### config.mk
export PLATFORM = sky130hd
export DESIGN_NAME = spi_hs_master
export DESIGN_NICKNAME = d
export VERILOG_FILES = /design/src/rtl/spi_hs_pkg.sv /design/src/rtl/spi_hs_sync.sv /design/src/rtl/spi_hs_timer.sv /design/src/rtl/spi_hs_shifter.sv /design/src/rtl/spi_hs_master.sv
export SDC_FILE = /design/constraint.sdc
export NUM_CORES = 1
export LEC_CHECK = 0
export ABC_CLOCK_PERIOD_IN_PS = 5750
export BUFFER_PORTS_ARGS = -buffer_cell sky130_fd_sc_hd__buf_4
export CELL_PAD_IN_SITES_DETAIL_PLACEMENT = 0
export CELL_PAD_IN_SITES_GLOBAL_PLACEMENT = 1
export CORE_ASPECT_RATIO = 1.4
export CORE_UTILIZATION = 45
export DETAILED_ROUTE_END_ITERATION = 7
export PLACE_DENSITY_LB_ADDON = 0.1
export RECOVER_POWER = 25
export SLEW_MARGIN = 20
export SYNTH_ARGS = -nofsm -noshare
export SYNTH_HDL_FRONTEND = slang
export SYNTH_SLANG_ARGS = --single-unit
export TNS_END_PERCENT = 10
### constraint.sdc
create_clock -name clk -period 5.75 [get_ports clk]
set_clock_uncertainty 0.2 [all_clocks]
set_input_delay 1.15 -clock clk [delete_from_list [all_inputs] [get_ports clk]]
set_output_delay 1.15 -clock clk [all_outputs]
set_load 0.01 [all_outputs]
### src/rtl/spi_hs_pkg.sv
package spi_hs_pkg;

  typedef enum logic [2:0] {
    ST_IDLE,
    ST_WAIT,
    ST_LEAD,
    ST_SHIFT,
    ST_TAIL
  } state_t;

  // half bit period in system clocks
  function automatic int half_cycles(int pre);
    return pre + 1;
  endfunction

  // select-active to first edge, chip-select framing
  function automatic int cs_lead_cycles(bit cpha, int pre, int dly, int setup);
    return setup + dly + (cpha ? half_cycles(pre) : 0);
  endfunction

  // cycles spent in the lead state once the synchronized enable is seen;
  // the synchronizer stages make up the rest of the hold-off
  function automatic int en_lead_cycles(bit cpha, int pre, int hold, int stages);
    return (hold - stages) + (cpha ? half_cycles(pre) : 0);
  endfunction

  // final edge to done pulse
  function automatic int tail_cycles(bit cpha, int pre);
    return cpha ? 1 : half_cycles(pre) + 1;
  endfunction

endpackage

### src/rtl/spi_hs_sync.sv
module spi_hs_sync #(
  parameter int STAGES = 2
) (
  input  logic clk,
  input  logic rst_n,
  input  logic d,
  output logic q
);
  logic [STAGES-1:0] ff;

  always_ff @(posedge clk or negedge rst_n) begin
    if (!rst_n) ff <= '0;
    else        ff <= {ff[STAGES-2:0], d};
  end

  assign q = ff[STAGES-1];
endmodule

### src/rtl/spi_hs_timer.sv
module spi_hs_timer #(
  parameter int W = 10
) (
  input  logic         clk,
  input  logic         rst_n,
  input  logic         load,
  input  logic [W-1:0] load_val,
  output logic         zero
);
  logic [W-1:0] cnt;

  always_ff @(posedge clk or negedge rst_n) begin
    if (!rst_n)          cnt <= '0;
    else if (load)       cnt <= load_val;
    else if (cnt != '0)  cnt <= cnt - 1'b1;
  end

  assign zero = (cnt == '0);
endmodule

### src/rtl/spi_hs_shifter.sv
module spi_hs_shifter #(
  parameter int DW = 8
) (
  input  logic          clk,
  input  logic          rst_n,
  input  logic          load,
  input  logic [DW-1:0] load_word,
  input  logic          shift_out,
  input  logic          sample_in,
  input  logic          miso,
  output logic          mosi,
  output logic [DW-1:0] rx_word
);
  logic [DW-1:0] tx_sh;
  logic [DW-1:0] rx_sh;

  always_ff @(posedge clk or negedge rst_n) begin
    if (!rst_n) begin
      tx_sh <= '0;
      rx_sh <= '0;
    end else begin
      if (load)           tx_sh <= load_word;
      else if (shift_out) tx_sh <= {tx_sh[DW-2:0], 1'b0};
      if (sample_in)      rx_sh <= {rx_sh[DW-2:0], miso};
    end
  end

  assign mosi    = tx_sh[DW-1];
  assign rx_word = rx_sh;
endmodule

### src/rtl/spi_hs_master.sv
module spi_hs_master
  import spi_hs_pkg::*;
#(
  parameter int DATA_W      = 8,
  parameter int PRE_W       = 8,
  parameter int DLY_W       = 5,
  parameter int SYNC_STAGES = 2,
  parameter int EN_HOLD     = 3,
  parameter int CS_SETUP    = 2
) (
  input  logic              clk,
  input  logic              rst_n,
  input  logic              cfg_cs_mode,
  input  logic              cfg_cpol,
  input  logic              cfg_cpha,
  input  logic [PRE_W-1:0]  cfg_prescale,
  input  logic [DLY_W-1:0]  cfg_cs_delay,
  input  logic              start,
  input  logic [DATA_W-1:0] tx_data,
  output logic              busy,
  output logic              done,
  output logic [DATA_W-1:0] rx_data,
  input  logic              slv_en,
  output logic              sclk,
  output logic              mosi,
  input  logic              miso,
  output logic              cs_n
);
  localparam int WIDEST = (PRE_W > DLY_W) ? PRE_W : DLY_W;
  localparam int CNT_W  = WIDEST + 2;
  localparam int EDGES  = 2 * DATA_W;
  localparam int EIW    = $clog2(EDGES + 1);

  state_t             st;
  logic               mode_q, cpol_q, cpha_q;
  logic [PRE_W-1:0]   pre_q;
  logic [EIW-1:0]     edge_idx;
  logic               sclk_q, done_q;
  logic [DATA_W-1:0]  rx_q, rx_word;
  logic               en_s, tmr_zero, tmr_load;
  logic [CNT_W-1:0]   tmr_val;

  // named internal events
  logic in_idle, in_wait, in_lead, in_shift, in_tail;
  logic start_ok, lead_go, edge_evt, last_edge, do_sample, do_shift;

  assign in_idle  = (st == ST_IDLE);
  assign in_wait  = (st == ST_WAIT);
  assign in_lead  = (st == ST_LEAD);
  assign in_shift = (st == ST_SHIFT);
  assign in_tail  = (st == ST_TAIL);

  assign start_ok  = in_idle && start;
  assign lead_go   = in_wait && en_s;
  assign edge_evt  = (in_lead || in_shift) && tmr_zero;
  assign last_edge = edge_evt && (edge_idx == EIW'(EDGES - 1));
  assign do_sample = edge_evt && (cpha_q ? edge_idx[0] : !edge_idx[0]);
  assign do_shift  = edge_evt && (cpha_q ? (!edge_idx[0] && edge_idx != '0)
                                         : (edge_idx[0] && !last_edge));

  spi_hs_sync #(.STAGES(SYNC_STAGES)) u_sync (
    .clk (clk), .rst_n (rst_n), .d (slv_en), .q (en_s)
  );

  spi_hs_timer #(.W(CNT_W)) u_tmr (
    .clk (clk), .rst_n (rst_n), .load (tmr_load), .load_val (tmr_val),
    .zero (tmr_zero)
  );

  spi_hs_shifter #(.DW(DATA_W)) u_shf (
    .clk (clk), .rst_n (rst_n), .load (start_ok), .load_word (tx_data),
    .shift_out (do_shift), .sample_in (do_sample), .miso (miso),
    .mosi (mosi), .rx_word (rx_word)
  );

  always_comb begin
    tmr_load = 1'b0;
    tmr_val  = '0;
    if (start_ok) begin
      tmr_load = 1'b1;
      tmr_val  = CNT_W'(cs_lead_cycles(cfg_cpha, int'(cfg_prescale),
                                       int'(cfg_cs_delay), CS_SETUP) - 1);
    end else if (lead_go) begin
      tmr_load = 1'b1;
      tmr_val  = CNT_W'(en_lead_cycles(cpha_q, int'(pre_q),
                                       EN_HOLD, SYNC_STAGES) - 1);
    end else if (last_edge) begin
      tmr_load = 1'b1;
      tmr_val  = CNT_W'(tail_cycles(cpha_q, int'(pre_q)) - 1);
    end else if (edge_evt) begin
      tmr_load = 1'b1;
      tmr_val  = CNT_W'(half_cycles(int'(pre_q)) - 1);
    end
  end

  always_ff @(posedge clk or negedge rst_n) begin
    if (!rst_n) begin
      st       <= ST_IDLE;
      mode_q   <= 1'b0;
      cpol_q   <= 1'b0;
      cpha_q   <= 1'b0;
      pre_q    <= '0;
      edge_idx <= '0;
      sclk_q   <= 1'b0;
      done_q   <= 1'b0;
      rx_q     <= '0;
    end else begin
      done_q <= 1'b0;
      unique case (st)
        ST_IDLE: begin
          sclk_q <= cfg_cpol;
          if (start) begin
            mode_q   <= cfg_cs_mode;
            cpol_q   <= cfg_cpol;
            cpha_q   <= cfg_cpha;
            pre_q    <= cfg_prescale;
            edge_idx <= '0;
            st       <= cfg_cs_mode ? ST_LEAD : ST_WAIT;
          end
        end
        ST_WAIT:  if (en_s)      st <= ST_LEAD;
        ST_LEAD:  if (tmr_zero)  st <= ST_SHIFT;
        ST_SHIFT: if (last_edge) st <= ST_TAIL;
        ST_TAIL: begin
          if (tmr_zero) begin
            st     <= ST_IDLE;
            done_q <= 1'b1;
            rx_q   <= rx_word;
          end
        end
        default: st <= ST_IDLE;
      endcase
      if (edge_evt) begin
        sclk_q   <= ~sclk_q;
        edge_idx <= edge_idx + 1'b1;
      end
    end
  end

  assign busy    = !in_idle;
  assign done    = done_q;
  assign rx_data = rx_q;
  assign sclk    = sclk_q;
  assign cs_n    = !(mode_q && (in_lead || in_shift || in_tail));
endmodule

# Yosys cells after proc, flatten, opt, wreduce, memory -nomap -nowiden
# Index checks and enable logic that the tools add are counted.
# W data, S select, Z words.
[word_totals] regBits=56 latch_bits=0 ramBits=0 romBits=0 inputBits=29 wordCells=93 n_memories=0
[classes] addsub=12 mul=0 div=0 order_cmp=0 eq_ne=10 shifts=0 muxes=31 bitwise_logic=1 n_reduce_logical=27
[op_table] operator="$mux W10" count=7
[op_table] operator="$sub A10 B1 Y10 const B" count=2
[op_table] operator="$sub A10 B2 Y10 const B" count=2
[op_table] operator="$add A8 B1 Y9 const B" count=2
[op_table] operator="$mux W9" count=2
[op_table] operator="$mux W8" count=2
[op_table] operator="$mux W3" count=5
[op_table] operator="$mux W5" count=3
[op_table] operator="$pmux W3 S5" count=1
[op_table] operator="$add A2 B10 Y10 const A" count=1
[op_table] operator="$add A6 B9 Y10" count=1
[op_table] operator="$add A9 B1 Y10 const B" count=1
[op_table] operator="$logic_not A10 Y1" count=1
[op_table] operator="$mux W1" count=10
[op_table] operator="$reduce_bool A10 Y1" count=1
[op_table] operator="$sub A9 B1 Y10 const B" count=1
[op_table] operator="$logic_and A1 B1 Y1" count=9
[op_table] operator="$reduce_bool A2 Y1" count=4
[op_table] operator="$add A2 B5 Y6 const A" count=1
[op_table] operator="$eq A3 B2 Y1 const B" count=2
[op_table] operator="$ne A2 B2 Y1 const B" count=3
[op_table] operator="$reduce_and A2 Y1" count=3
[op_table] operator="$add A5 B1 Y5 const B" count=1
[op_table] operator="$eq A5 B4 Y1 const B" count=1
[op_table] operator="10 further kinds" count=15

# Logic depth before layout (Yosys ltp)
[depth] ltp_word=10 depth_mapped=12

# Hierarchy
# A second synthesis with hierarchy kept.
[unflattened] hier_cells=486 area_unflattened_um2=4295.4
[modules_own_cells] mod="spi_hs_master" n_inst=1 cells_each=366 area_each_um2=2950.3
[modules_own_cells] mod="spi_hs_shifter" n_inst=1 cells_each=51 area_each_um2=700.7
[modules_own_cells] mod="spi_hs_timer" n_inst=1 cells_each=67 area_each_um2=594.3
[modules_own_cells] mod="spi_hs_sync" n_inst=1 cells_each=2 area_each_um2=50.0

# Worst setup path after synthesis
# Ideal clock, no wire load.
[synth_timing] path_kind="input-to-reg" start="in cfg_prescale[0]" end="reg u_tmr.cnt[6]" setup_time_ns=0.138 arrival_time_ns=2.851 required_time_ns=5.412 path_slack_ns=2.560 cell_stages=9 path_cell_list="ha_1 and2_1 fa_1 a211oi_1 nor2_1 o21ai_0 xnor2_1 o21ai_0 o221ai_1"
[synth_between] elab_chain_cells=6
[synth_rtl] item="from (decl)" line_no="spi_hs_master.sv:16" text="input logic [PRE_W-1:0] cfg_prescale,"
[synth_rtl] item="$add A8 B1 Y9" line_no="spi_hs_pkg.sv:13" text="return pre + 1;"
[synth_rtl] item="$mux W9" line_no="spi_hs_pkg.sv:18" text="return setup + dly + (cpha ? half_cycles(pre) : 0);"
[synth_rtl] item="$add A6 B9 Y10" line_no="spi_hs_pkg.sv:18"
[synth_rtl] item="$sub A10 B1 Y10" line_no="spi_hs_master.sv:82" text="int'(cfg_cs_delay), CS_SETUP) - 1);"
[synth_rtl] item="$mux W10" line_no="spi_hs_master.sv:79" text="if (start_ok) begin"
[synth_rtl] item="$mux W10" line_no="spi_hs_timer.sv:14" text="else if (load) cnt <= load_val;"
[synth_rtl] item="to (signal assigned)" line_no="spi_hs_timer.sv:14"
[synth_rtl] item="to (signal assigned)" line_no="spi_hs_timer.sv:15" text="else if (cnt != '0) cnt <= cnt - 1'b1;"
[synth_rtl] item="to (decl)" line_no="spi_hs_timer.sv:10" text="logic [W-1:0] cnt;"
# Every way passes these cells.
# A chain may end at the register's enable or synchronous reset.

==> flow_summary.yaml <==
grt:
  grt_pass1_vias: 3442
  grt_usage: 0.242
  grt_start_max_net_pins: 57
  grt_pass1_wl_um: 17300
  antenna_found_initial: 0
  grt.overflow.total: 0
clock_tree:
  cts.sinks: 56
  cts_tree: "built"
  numCtsBuffers: 5
  post-cts-setup-buffers: 0
  cts.reportedPaths.clkPinSlew_ns: 0.07
  htree_levels: 2
  cts_buffer_depth: 2
  clk_latency_ns: 0.30
  ctsHoldBuffers: 0
  clock-root-buffer: "clkbuf_16"
  cts.repair.resized: 0
routing:
  wl_um: 10400
  ant_nets: 0
  vias: 3556
  first_pass_iters: 4
  drc: 0
  vias_per_cell: 5.78
  wl_per_cell_um: 16.9
  drt_iter0_markers: 158
sta:
  setup-tns-final_ns: 0
  finalCritPeriodShare: 0.655
  clock.fmax_mhz: 265
  hold_viol: 0
  slew_headroom: -1.03
  slew_viol_final: 57
  max_slew.worst_pin.slew_ns: 3.05
  setup_viol: 0
  min_period_ns: 3.77
  worst_slack_ns: 1.98
  rsz0062_at_grt: "no"
final_layout:
  nFillCells: 876
  syn_to_final_growth_pct: 11.8
  drive_gt1_frac: 0.153
  diodes: 0
  seqCellArea_um2: 1400
  multiInputGateArea_um2: 2510
  layout.nets: 553
critical_path:
  critPathKind: "in -> async"
  critPathLaunch: "rst_n"
  start_kind: "primary input"
  crit_family: "buffers and inverters"
  cp_num_buf_inv: 1
  rr_startpoint: "pre_q[0]"
  required_ns: 5.29
  cp_cell_sequence: "clkbuf_1"
  cp-end-kind: "asynchronous set/reset pin"
  critPathMaxStageDelay_ns: 2.11
  r2r_slack_ns: 2.20
  crit_fanout: 56
  arrival_ns: 3.31
  cp_slowest_cell: "clkbuf_1"
placed_design:
  gp_congestion: 0.866
  dp_slack_ns: 2.19
  portBuffers: 41
  hpwl_um: 7930
synthesis:
  yosysUniqueCellTypes: 63
  synth-async-reset-ratio: 1.00
  synth-edff-count: 0
  syn_area_per_cell_um2: 8.39
  ys.flop_type: "dfrtp_1"
  ys_seq_elements: 56
  synth_area_leaders: "dfrtp_1, nand2_1, mux2_2"
  yosysSeqAreaShare: 0.343
  synth_area_um2: 4090
  syn-num-nets: 531
  yosysWarnings: 0
  syn-instance-count: 487
  synth_top_area_cell: "dfrtp_1"
  synth_top_area_frac: 0.343
floorplan:
  ios: 42
  die_h_um: 115
  coreArea_um2: 8710
  die_area_um2: 9470
  rows: 40
  die_w_um: 82.6
  start_util: 0.469
outcome:
  status: "complete, but fails checks"
  violations: "capacitance limit, slew limit"
power_and_ir_drop:
  total_power_mw: 1.67
  p_per_area_nw_per_um2: 366
  leakage_nw: 1.92
  ir_worst_vdd_mv: 0.231
min_path:
  hp-class: "reg -> reg"
  holdCritStartpoint: "u_sync.ff[0]"
flow_run:
  drv_cap: 1
[report_power, final]
part	internal (mW)	switching (mW)
sequential	0.504	0.188
clock	0.174	0.148
combinational	0.308	0.351
[per-layer routing]
metal  up-vias  global-route usage  part of all wire
met4         0               0.114             0.040
met3        17              0.0317             0.027
met5         -                   0                 0
li1       1792                   -                 -
met1      1679               0.282              0.41
met2        68               0.428              0.52
[flip-flops by register name, summed over array words and instances (netlist names), 2 cells and up]
name           flops
edge_idx           5
pre_q              8
rx_data            8
st                 3
u_shf.rx_word      8
u_shf.tx_sh        8
u_sync.ff          2
u_tmr.cnt         10
[area by class of cell]
type / count / area share
sequential: 56 / 0.307
timing repair buffer: 43 / 0.0698
clock inverter: 2 / 0.00329
multi-input combinational: 390 / 0.550
inverter: 13 / 0.0107
tap: 105 / 0.0288
clock buffer: 6 / 0.0304
[Yosys cell counts (all sizes together) (10+ instances only)]
cell	number
inv	13
xnor2	19
dfrtp	56
a21oi	17
a31oi	12
nand3	20
nor3	12
ha	14
nand2	70
clkbuf	16
and2	13
o21ai	37
xor2	10
buf	12
mux2	18
nor2	39
[cell usage in the layout (no fill, tap or decap), drive strengths merged, types with 3 or more instances in the layout]
cell,Yosys,final
a21oi,17,17
a21boi,4,4
o211ai,6,6
and3,4,4
nor3b,6,6
and2,13,13
nor3,12,12
a31oi,12,12
o221ai,3,3
or3,8,8
a21o,4,4
a211oi,8,8
nor2b,4,4
buf,12,41
o21ai,37,37
o22ai,3,3
inv,13,13
o31ai,5,5
mux2,18,18
or4b,4,4
nor4,8,8
dfrtp,56,56
nand2,70,70
o2111ai,3,3
xor2,10,10
nor2,39,39
nand4,6,6
ha,14,14
xnor2,19,19
a211o,3,3
nand2b,6,6
clkbuf,16,8
nand3,20,20
[through the flow]
stage	instance area, um^2	util	hold WS, ns	instances
finish	4570	0.525	0.151	615
global route	4570	0.525	0.165	615
CTS	4570	0.525	0.153	615
detailed placement	4420	0.507	0.136	607
global placement	4420	0.507	0.140	607
floorplan	4090	-	0.131	487
[cells by family after synthesis]
family	after synthesis	synth area share
compound gates	117	0.189
xor+xnor	29	0.0640
fa+ha+maj	15	0.0478
buf+inv	41	0.0419
flops	56	0.343
mux	20	0.0563
simple gates	209	0.258
[path summary, 6_finish.rpt]
check | endpoint | cells after the start
worst max-delay path | pre_q[5] | 1
worst min-delay path | u_sync.ff[1] | 0
worst max register to register | u_tmr.cnt[8] | 8
worst min register to register | u_sync.ff[1] | 0
max in group clk | u_tmr.cnt[8] | 8
min in group asynchronous | done | 1
(Power assumes the default switching activity.)
